**src/rtl/blkcopy_engine.sv**
```systemverilog
module blkcopy_engine #(
  parameter int AW = 16,
  parameter int DW = 8
) (
  input  logic          clk,
  input  logic          rst_n,
  input  logic          start,
  input  logic [DW-1:0] offset,
  input  logic [AW-1:0] sp,
  input  logic          irq,
  input  logic          abort,
  output logic          mem_re,
  output logic          mem_we,
  output logic [AW-1:0] mem_addr,
  output logic [DW-1:0] mem_wdata,
  input  logic [DW-1:0] mem_rdata,
  output logic          active,
  output logic          busy,
  output logic          done
);
  localparam int OW  = 3 * AW;
  localparam int OPB = OW / DW;
  localparam int IW  = $clog2(OPB + 1);

  typedef enum logic [1:0] {S_IDLE, S_FETCH, S_RD, S_WR} st_t;

  st_t           st;
  logic [IW-1:0] idx;
  logic [OW-1:0] opr;
  logic          busy_q, done_q;

  wire [AW-1:0] cnt  = opr[AW-1:0];
  wire [AW-1:0] src  = opr[2*AW-1:AW];
  wire [AW-1:0] dst  = opr[OW-1:2*AW];
  wire [AW-1:0] base = sp + AW'(offset);
  wire          fetch_rd = (st == S_FETCH) && (idx < IW'(OPB));

  assign mem_re    = fetch_rd || (st == S_RD);
  assign mem_we    = (st == S_WR);
  assign mem_addr  = (st == S_FETCH) ? base + AW'(idx) :
                     (st == S_RD)    ? src + cnt : dst + cnt;
  assign mem_wdata = mem_rdata;
  assign active    = (st != S_IDLE);
  assign busy      = busy_q;
  assign done      = done_q;

  always_ff @(posedge clk) begin
    if (!rst_n) begin
      st     <= S_IDLE;
      idx    <= '0;
      opr    <= '0;
      busy_q <= 1'b0;
      done_q <= 1'b0;
    end else begin
      done_q <= 1'b0;
      case (st)
        S_IDLE: begin
          if (abort) busy_q <= 1'b0;
          else if (start) begin
            idx <= '0;
            st  <= busy_q ? S_RD : S_FETCH;
          end
        end
        S_FETCH: begin
          if (idx != '0) opr <= {mem_rdata, opr[OW-1:DW]};
          if (idx == IW'(OPB)) begin
            busy_q <= 1'b1;
            st     <= S_RD;
          end else if (irq || abort) st <= S_IDLE;
          else idx <= idx + 1'b1;
        end
        S_RD: st <= S_WR;
        default: begin
          if (cnt == '0) begin
            busy_q <= 1'b0;
            done_q <= 1'b1;
            st     <= S_IDLE;
          end else begin
            opr[AW-1:0] <= cnt - 1'b1;
            if (abort) begin
              busy_q <= 1'b0;
              st     <= S_IDLE;
            end else if (irq) st <= S_IDLE;
            else st <= S_RD;
          end
        end
      endcase
    end
  end


  rw_excl_chk: assert property (@(posedge clk) disable iff (!rst_n)
    !(mem_re && mem_we));


  wr_after_rd_chk: assert property (@(posedge clk) disable iff (!rst_n)
    mem_we |-> $past(mem_re));


  done_idle_chk: assert property (@(posedge clk) disable iff (!rst_n)
    done |-> (!busy && !active));


  busy_rise_chk: assert property (@(posedge clk) disable iff (!rst_n)
    $rose(busy) |-> (mem_re && active));


  abort_idle_chk: assert property (@(posedge clk) disable iff (!rst_n)
    (abort && !active) |=> !busy);


  busy_fall_chk: assert property (@(posedge clk) disable iff (!rst_n)
    $fell(busy) |-> (done || $past(abort)));
endmodule

```
**config.mk**
```make
export PLATFORM = sky130hd
export DESIGN_NAME = blkcopy_engine
export DESIGN_NICKNAME = d
export VERILOG_FILES = /design/src/rtl/blkcopy_engine.sv
export SDC_FILE = /design/constraint.sdc
export NUM_CORES = 1
export LEC_CHECK = 0
export ABC_AREA = 1
export CAP_MARGIN = 40
export CORE_MARGIN = 5
export CORE_UTILIZATION = 25
export CTS_BUF_LIST = sky130_fd_sc_hd__clkbuf_4 sky130_fd_sc_hd__clkbuf_8 sky130_fd_sc_hd__clkbuf_16
export CTS_CLUSTER_DIAMETER = 60
export DETAILED_ROUTE_END_ITERATION = 10
export PLACE_DENSITY = 0.48
export SYNTH_ARGS = -nofsm -noshare
export SYNTH_HDL_FRONTEND = slang
export SYNTH_SLANG_ARGS = --single-unit
```
**constraint.sdc**
```tcl
create_clock -name clk -period 10.1 [get_ports clk]
set_clock_uncertainty 0.1 [all_clocks]
set_input_delay 2.525 -clock clk [delete_from_list [all_inputs] [get_ports clk]]
set_output_delay 2.525 -clock clk [all_outputs]
set_load 0.02 [all_outputs]
```
# After elaboration in Yosys (flattened, before gate mapping)

Cells that the tools add are included.

Bits in registers: 55
Latch bits: 0
RAM bits: 0
Bits in read-only memories: 0
Bits of input ports: 37
Output and inout port bits: 29
Logic and storage cells: 67
Memories kept: 0

Add/subtract/negate cells: 6
$mul: 0
Div/mod/pow operators: 0
Magnitude comparators: 1
Equal/unequal tests: 12
Shifts and indexed selects: 0
Multiplexer cells: 24
Bitwise gates (word level): 3
Reductions and logical operators: 15

Operators with widths:

| cell                  | count |
|---|---|
| $mux 16               | 4 |
| $add 16x16->16        | 2 |
| $pmux 16 s2           | 1 |
| $add 16x3->16         | 1 |
| $add 16x8->16         | 1 |
| $logic_not 16->1      | 1 |
| $mux 2                | 8 |
| $sub 16x1->16 const B | 1 |
| $mux 3                | 4 |
| $ne 2x2->1 const B    | 5 |
| $pmux 2 s3            | 1 |
| $pmux 3 s2            | 1 |
| $reduce_and 3->1      | 2 |
| $reduce_and 5->1      | 1 |
| $eq 2x2->1 const B    | 2 |
| $mux 1                | 4 |
| $ne 2x1->1 const B    | 2 |
| $reduce_and 2->1      | 2 |
| $reduce_bool 2->1     | 2 |
| $reduce_or 4->1       | 1 |
| $add 3x1->3 const B   | 1 |
| $eq 3x3->1 const B    | 1 |
| $lt 3x3->1 const B    | 1 |
| $ne 3x1->1 const B    | 1 |
| 8 further kinds       | 11 |

# Depth between registers and ports, before layout

Gate-level depths: netlist (run 1).

Depth after elaboration: 4
Mapped depth: 18
Depth with buffers taken out: 16

# Worst setup path after synthesis (run 1)

No wires, ideal clock.

Path type: in2out
Start point: in offset[1]
End point: out mem_addr[5]
Arrival: 4.459 ns
Data required time: 7.475 ns
Path slack: 3.016 ns
Stages on the path: 9
Path buffers: 0
Cell sequence: fa_1 > ha_1 > inv_1 > fa_1 > inv_1 > nand2_1 > a21oi_1 > nor2_1 > o21ai_0

Word-level cells in the longest chain between the ends: 3

RTL lines:

| item          | line | RTL |
|---|---|---|
| from (decl)   | 8    | `input logic [DW-1:0] offset,` |
| $add 16x8->16 | 35   | `wire [AW-1:0] base = sp + AW'(offset);` |
| $add 16x3->16 | 40   | `assign mem_addr = (st == S_FETCH) ? base + AW'(idx) :` |
| $mux 16       | 40   |  |
| to (decl)     | 14   | `output logic [AW-1:0] mem_addr,` |

Every way passes these cells.

# Worst setup path in the final report (run 1)

Start point: in offset[0]
End point: out mem_addr[13]

Same word-level chain as after synthesis.

==> load_flow_metrics.sql, run 1 <==
INSERT INTO impl_metrics (metric_group, metric, value, unit) VALUES
('worst_hold_path', 'hold_path_class', 'reg2reg', ''),
('worst_hold_path', 'hold_path.startpoint', 'opr[27]', ''),
('finish', 'layout.nets', '927', ''),
('die', 'die_width', '148.4', 'µm'),
('route', 'first_iter_violations', '231', ''),
('cts', 'insertion_delay', '0.30', 'ns'),
('route', 'dr.pass1.iters', '4', ''),
('synthesis', 'ys_types', '40', ''),
('synthesis', 'synth_area_leaders', 'dfxtp_1 23%, nand2_1 21%, nor2_1 9.5%, ha_1 8.4%, inv_1 7.1%', ''),
('critical_path', 'critical_path.slowest_cell', 'clkdlybuf4s50_1', ''),
('critical_path', 'reg2regPathDepth', '7', ''),
('global_route', 'grt_start_max_net_pins', '49', ''),
('finish', 'post-route-util', '30.35', '%'),
('critical_path', 'regToRegStartpoint', 'st[0]', ''),
('worst_hold_path', 'whs_endpoint', 'opr[19]', ''),
('pwr', 'vdd_ir_drop_max', '0.1119', 'mV'),
('critical_path', 'critical_path.startpoint_type', 'input port', ''),
('placement', 'dp_worst_setup_slack', '1.893', 'ns'),
('critical_path', 'capturing_element_type_of_the_critical_path', 'output port', ''),
('timing', 'slew-limit-headroom', '48.66', '%'),
('die', 'floorplan.io_pins', '66', ''),
('run_status', 'run_status', 'finished clean', ''),
('route', 'drt-total-wl', '14160', 'µm'),
('placement', 'post-dp-hpwl', '11030', 'µm'),
('synthesis', 'postSynth.topFlopCell', 'dfxtp_1', ''),
('synthesis', 'synthesis.nets', '886', ''),
('synthesis', 'fraction_of_registers_with_async_set_or_reset_after_synthesis', '0', '%'),
('critical_path', 'worst-setup-path-type', 'in2out', ''),
('pwr', 'net-switching-power', '0.0007525', 'W'),
('finish', 'drive_above_1_share', '3.630', '%'),
('critical_path', 'r2r_end', 'opr[47]', ''),
('cts', 'cts_resized', '0', ''),
('pwr', 'power_density_over_the_cells', '256.5', 'mW/mm²'),
('synthesis', 'synth.top_cells.by_count', '267 x nand2_1, 121 x nor2_1, 91 x inv_1', ''),
('global_route', 'groute.usage.overall', '12.95', '%'),
('synthesis', 'ys.warnings.count', '0', ''),
('synthesis', 'netlist_area', '0.004787', 'mm²'),
('global_route', 'grt_pass1_wl', '23620', 'µm'),
('finish', 'final_standard_cell_count_with_taps_included_and_fillers_excluded', '1088', ''),
('placement', 'placed_cells_incl_taps', '1080', ''),
('global_route', 'antenna_found_initial', '0', ''),
('route', 'routed-via-count', '4903', ''),
('critical_path', 'crit_path_leading_delay_family', 'buffers and inverters', ''),
('timing', 'finalHoldWorstSlack', '0.4092', 'ns'),
('finish', 'multi_input_area', '0.003141', 'mm²'),
('synthesis', 'synth.avg_cell_area', '5.895', 'µm²'),
('worst_hold_path', 'min_path_cells', '2', ''),
('pwr', 'switching_share', '51.50', '%'),
('cts', 'cts.reportedPaths.clkPinSlew', '0.07', 'ns'),
('global_route', 'grt-ovfl-total', '0', ''),
('synthesis', 'yosys_register_bits', '55', ''),
('cts', 'post-cts-setup-buffers', '0', ''),
('cts', 'cts-htree-levels', '2', ''),
('cts', 'clock_tree.root_cell', 'clkbuf_16', ''),
('timing', 'setup_violations', '0', ''),
('timing', 'period_minus_slack', '8.176', 'ns'),
('cts', 'clock_tree_from_tritoncts', 'yes', ''),
('die', 'floorplan.rows', '50', ''),
('pwr', 'share_seq_of_total_power', '22.8', '%'),
('pwr', 'comb_power_share', '64.8', '%'),
('cts', 'cts.path.max_buffers', '2', ''),
('die', 'height_of_the_die', '148.4', 'µm'),
('finish', 'number_of_diodes_added_for_antenna_fixing', '0', ''),
('cts', 'cts_inserted_buffers', '5', ''),
('job', 'max_cap_viol_count', '0', ''),
('synthesis', 'yosysTopAreaCell', 'dfxtp_1', ''),
('pwr', 'internal-power', '0.0007085', 'W'),
('global_route', 'via_count_of_the_first_global_routing_pass', '4794', ''),
('route', 'detail_route.drc_violations', '0', ''),
('synthesis', 'synthesis.instances', '812', ''),
('placement', 'io_buffer_count', '65', '');
registers in the layout (all words and copies together) (netlist names):
name,flops
opr,48
idx,3
st,2
busy,1
done,1
kinds of logic (layout without fill, tap and decap cells):
family	count (synthesis)	after routing	synth area share, %
flip-flops	55	55	23.00
XOR/XNOR	5	5	0.9148
adder cells (fa/ha/maj)	37	37	10.45
AO/OA/AOI/OAI	106	106	11.97
buffers and inverters	126	168	11.40
AND/OR/NAND/NOR	483	483	42.26
layer usage:
metal	vias to the layer above	track usage, %	part of all wire, %
li1	2647	-	-
met1	2175	16.89	47
met2	72	22.70	48
met3	9	2.011	3.8
met4	0	2.679	1.2
met5	-	0	0
metrics by stage:
step / instance area (µm²) / total power (W)
finish: 5697 / 0.001461
global route: 5697 / 0.001615
CTS: 5697 / 0.001482
detailed placement: 5548 / 0.001291
global placement: 5548 / 0.001293
floorplan: 4787 / 0.001008
cell usage in the layout, fill, tap and decap left out, types with 2 or more instances in the layout:
cell / netlist / final
inv_1: 91 / 91
nand4_1: 8 / 8
nor2_1: 121 / 121
nand2_1: 267 / 267
a211oi_1: 2 / 2
clkbuf_16: 0 / 5
nor2_2: 3 / 3
dfxtp_1: 55 / 55
o21ai_0: 58 / 58
inv_2: 2 / 2
or2_2: 4 / 4
and2_1: 3 / 3
nand3_4: 2 / 2
nand2_2: 3 / 3
ha_1: 32 / 32
o21ai_1: 2 / 2
clkdlybuf4s50_1: 0 / 65
a21oi_2: 3 / 3
nor3_1: 7 / 7
xor2_1: 4 / 4
a21oi_1: 34 / 34
o211ai_1: 2 / 2
fa_1: 5 / 5
nand3b_1: 5 / 5
nand3_1: 56 / 56
worst max path at each step:
| stage | from | cells after the start | slack [ns] | endpoint |
|---|---|---|---|---|
| 2_1_floorplan | offset[1] | 9 | 3.02 | mem_addr[5] |
| 3_3_place_gp | offset[0] | 15 | 1.93 | mem_addr[13] |
| 3_5_place_dp | offset[0] | 15 | 1.89 | mem_addr[13] |
| 4_1_cts | offset[0] | 15 | 1.88 | mem_addr[13] |
| 5_1_grt | offset[0] | 17 | 1.71 | mem_addr[15] |
| 6_report | offset[0] | 15 | 1.92 | mem_addr[13] |
power groups by stage:
stage | Combinational, W | Sequential, W | Clock, W
after floorplan | 0.000695 | 0.000313 | 0
after global placement | 0.000955 | 0.000338 | 0
after detailed placement | 0.000954 | 0.000337 | 0
after CTS | 0.000960 | 0.000332 | 0.000190
after global routing | 0.00108 | 0.000341 | 0.000197
final | 0.000947 | 0.000333 | 0.000182
final cells by class:
type | count | share of cell area [%]
clock inverters | 3 | 0.4173
inverters | 94 | 6.238
flip-flops and latches | 55 | 19.33
clock buffers | 5 | 2.196
repair buffers | 66 | 11.55
well taps | 234 | 5.139
multi-input cells | 631 | 55.13
worst register-to-register path, delay by kind of cell, from the launching register on:
kind	cells	cell delay [ns]
flops	1	0.53
buf+inv	3	0.93
simple gates	1	0.49
compound gates	3	1.01
Power figures use the tool's default switching activity.
==> inputs of run 2 (changes only) <==
--- a/config.mk
+++ b/config.mk
@@ -12,7 +12,7 @@
 export CTS_BUF_LIST = sky130_fd_sc_hd__clkbuf_4 sky130_fd_sc_hd__clkbuf_8 sky130_fd_sc_hd__clkbuf_16
 export CTS_CLUSTER_DIAMETER = 60
 export DETAILED_ROUTE_END_ITERATION = 10
-export PLACE_DENSITY = 0.48
+export PLACE_DENSITY = 0.49
 export SYNTH_ARGS = -nofsm -noshare
 export SYNTH_HDL_FRONTEND = slang
 export SYNTH_SLANG_ARGS = --single-unit
==> constraint.sdc (replaced) <==
create_clock -name clk -period 7.4 [get_ports clk]
set_clock_uncertainty 0.1 [all_clocks]
set_input_delay 1.85 -clock clk [delete_from_list [all_inputs] [get_ports clk]]
set_output_delay 1.85 -clock clk [all_outputs]
set_load 0.02 [all_outputs]
==> run 2 against run 1 <==
Die area stayed put; combinational power is 36% higher; largest cell class unchanged; cell area hardly changed; critical path depth stayed put; cell count stayed put; via count is 1.5% higher; routed wire length is 0.78% lower; non-clock buffer count stayed put; sequential cell count stayed put; register-to-register slack worse by 2.8 ns; hold slack worse by 0.015 ns; highest routed layer unchanged.
==> load_flow_metrics.sql, run 2 (synthesis gave the netlist of run 1 again) <==
INSERT INTO impl_metrics (metric_group, metric, value, unit) VALUES
('run_status', 'run_status', 'finished clean', ''),
('cts', 'clock-sinks', '55', ''),
('cts', 'cts_resized', '0', ''),
('route', 'drt-total-wl', '14050', 'µm'),
('die', 'die_width', '148.4', 'µm'),
('timing', 'period_minus_slack', '6.853', 'ns'),
('die', 'floorplan.io_pins', '66', ''),
('die', 'coreArea', '0.01877', 'mm²'),
('finish', 'largest_registers', 'opr: 48 flops, idx: 3 flops, st: 2 flops', ''),
('route', 'antenna_left', '0', ''),
('finish', 'number_of_diodes_added_for_antenna_fixing', '0', ''),
('placement', 'placer_congestion', '0.8347', ''),
('critical_path', 'worst_ep_arrival', '4.90', 'ns'),
('global_route', 'grt_pass1_wl', '23840', 'µm'),
('route', 'routed-via-count', '4976', ''),
('worst_hold_path', 'hold_path_class', 'reg2reg', ''),
('pwr', 'power_density_over_the_cells', '349.9', 'mW/mm²'),
('route', 'dr.pass1.iters', '5', ''),
('finish', 'layout_commonest_cell', 'nand2_1', ''),
('finish', 'postLayoutCellArea', '0.005700', 'mm²'),
('cts', 'clock_tree.root_cell', 'clkbuf_16', ''),
('critical_path', 'timing.critical_path.required', '5.45', 'ns'),
('placement', 'post_dp_cell_area', '0.005548', 'mm²'),
('finish', 'final_standard_cell_count_with_taps_included_and_fillers_excluded', '1088', ''),
('finish', 'post-route-util', '30.37', '%'),
('global_route', 'groute.usage.overall', '12.99', '%'),
('cts', 'clock_tree_from_tritoncts', 'yes', ''),
('cts', 'cts_inserted_buffers', '5', ''),
('finish', 'drive_above_1_share', '3.630', '%'),
('die', 'floorplan.rows', '50', ''),
('job', 'max_cap_viol_count', '0', ''),
('pwr', 'p_leak', '2.951', 'nW'),
('finish', 'syn2layout_area_growth', '19.08', '%'),
('cts', 'cts-htree-levels', '2', ''),
('route', 'drt-vias-per-instance', '4.574', ''),
('cts', 'cts.path.max_buffers', '2', ''),
('critical_path', 'reg2regPathDepth', '7', ''),
('critical_path', 'crit_path_leading_delay_family', 'buffers and inverters', ''),
('cts', 'post-cts-setup-buffers', '0', ''),
('die', 'start_util', '25.51', '%'),
('critical_path', 'timing.critical_path.cells', 'clkdlybuf4s50_1, inv_1, fa_1, inv_1, ha_1, inv_1, fa_1, inv_1, nand2_1, a21oi_1, nand3_1, nand3_1, nand3_1, nand2_1, clkdlybuf4s50_1', ''),
('timing', 'setup_violations', '0', ''),
('timing', 'rsz_0062_raised_after_global_routing', 'no', ''),
('die', 'height_of_the_die', '148.4', 'µm'),
('critical_path', 'reg2reg_setup_slack', '4.16', 'ns'),
('cts', 'cts.reportedPaths.clkPinSlew', '0.07', 'ns'),
('global_route', 'grt-ovfl-total', '0', ''),
('critical_path', 'capturing_element_type_of_the_critical_path', 'output port', ''),
('critical_path', 'critical_path.startpoint_type', 'input port', ''),
('timing', 'final-hold-violation-count', '0', ''),
('cts', 'holdBufCountCts', '0', ''),
('critical_path', 'timing.critical_path.mode_cell', 'inv_1', ''),
('critical_path', 'critical_path.max_stage_delay', '0.60', 'ns'),
('critical_path', 'path_max_fanout', '3', ''),
('critical_path', 'regToRegStartpoint', 'st[0]', ''),
('timing', 'timing.final.crit_share', '92.61', '%'),
('critical_path', 'critical_path.slowest_cell', 'clkdlybuf4s50_1', ''),
('timing', 'final_max_slew_viol_count', '0', ''),
('global_route', 'antenna_found_initial', '0', ''),
('finish', 'num-fill-cells', '2168', ''),
('pwr', 'vdd_ir_drop_max', '0.1331', 'mV'),
('finish', 'flip_flop_count_of_the_largest_register_after_layout', '48', ''),
('timing', 'finalHoldWorstSlack', '0.3939', 'ns'),
('die', 'dieArea', '0.02202', 'mm²'),
('placement', 'post-dp-hpwl', '11040', 'µm'),
('timing', 'timing.fmax', '145.9', 'MHz'),
('placement', 'placed_cells_incl_taps', '1080', ''),
('cts', 'insertion_delay', '0.30', 'ns'),
('finish', 'max_flop_register', 'opr', ''),
('timing', 'setup_total_negative_slack', '0', 'ns'),
('critical_path', 'r2r_end', 'opr[47]', ''),
('finish', 'most-common-layout-cells', '267 x nand2_1, 121 x nor2_1, 91 x inv_1', ''),
('placement', 'io_buffer_count', '65', ''),
('route', 'detail_route.drc_violations', '0', ''),
('worst_hold_path', 'whs_endpoint', 'opr[39]', ''),
('critical_path', 'worst-setup-path-type', 'in2out', ''),
('finish', 'layout.nets', '927', ''),
('global_route', 'via_count_of_the_first_global_routing_pass', '4887', ''),
('worst_hold_path', 'hold_path.startpoint', 'opr[47]', ''),
('timing', 'tightest_slew', '0.7949', 'ns'),
('timing', 'slew-limit-headroom', '46.89', '%'),
('route', 'first_iter_violations', '209', ''),
('critical_path', 'crit_start', 'offset[0]', ''),
('worst_hold_path', 'min_path_cells', '2', ''),
('critical_path', 'critical_path.n_buffers_inverters', '6', ''),
('global_route', 'grt_start_max_net_pins', '42', ''),
('route', 'detailed_route_wire_length_per_cell', '12.91', 'µm');
==> run 2: tightest hold or removal path: cells and delay by family (launching register included) <==
family | cells | cell delay, ns
buffers and inverters | 1 | 0.08
flip-flops | 1 | 0.30
AO/OA/AOI/OAI | 1 | 0.07
==> run 2: through the flow <==
step | power (W) | worst slack, ns
after floorplan | 0.001375 | 1.666
after global placement | 0.001764 | 0.5600
after detailed placement | 0.001759 | 0.5178
after CTS | 0.002021 | 0.5047
after global routing | 0.002221 | 0.2768
final | 0.001995 | 0.5471
==> run 2: power by group <==
group | internal [W] | switching (W)
clock | 0.000129 | 0.000124
sequential | 0.000363 | 0.0000880
combinational | 0.000476 | 0.000815
total | 0.000968 | 0.00103
==> run 2: layer usage <==
| layer | track usage [%] | vias to the layer above | share of wire (%) |
|---|---|---|---|
| met5 | 0 | - | 0 |
| met4 | 3.002 | 0 | 1.6 |
| met3 | 2.102 | 11 | 3.9 |
| met2 | 22.52 | 74 | 47 |
| met1 | 16.96 | 2238 | 48 |
| li1 | - | 2653 | - |
==> run 2: layout make-up <==
cell class	count	area, µm²	share of cell area [%]
clock buffers	5	125.1	2.195
clock inverters	3	27.53	0.4829
inverters	94	355.3	6.234
multi-input cells	631	3141	55.09
flip-flops and latches	55	1101	19.32
well taps	234	292.8	5.136
repair buffers	66	658.1	11.55
==> run 2: how the worst max path moves through the flow <==
| stage | to | cells after the start | slack (ns) |
|---|---|---|---|
| 2_1_floorplan | mem_addr[5] | 9 | 1.67 |
| 3_3_place_gp | mem_addr[13] | 15 | 0.56 |
| 3_5_place_dp | mem_addr[13] | 15 | 0.52 |
| 4_1_cts | mem_addr[13] | 15 | 0.50 |
| 5_1_grt | mem_addr[13] | 15 | 0.28 |
| 6_report | mem_addr[13] | 15 | 0.55 |
==> inputs of run 3 (changes only) <==
--- a/config.mk
+++ b/config.mk
@@ -11,8 +11,10 @@
 export CORE_UTILIZATION = 25
 export CTS_BUF_LIST = sky130_fd_sc_hd__clkbuf_4 sky130_fd_sc_hd__clkbuf_8 sky130_fd_sc_hd__clkbuf_16
 export CTS_CLUSTER_DIAMETER = 60
+export CTS_CLUSTER_SIZE = 24
 export DETAILED_ROUTE_END_ITERATION = 10
 export PLACE_DENSITY = 0.49
+export SETUP_SLACK_MARGIN = 0.15
 export SYNTH_ARGS = -nofsm -noshare
 export SYNTH_HDL_FRONTEND = slang
 export SYNTH_SLANG_ARGS = --single-unit
==> results of run 3 <==
Same layout as run 2: the final DEF is identical, and so are final timing and power.
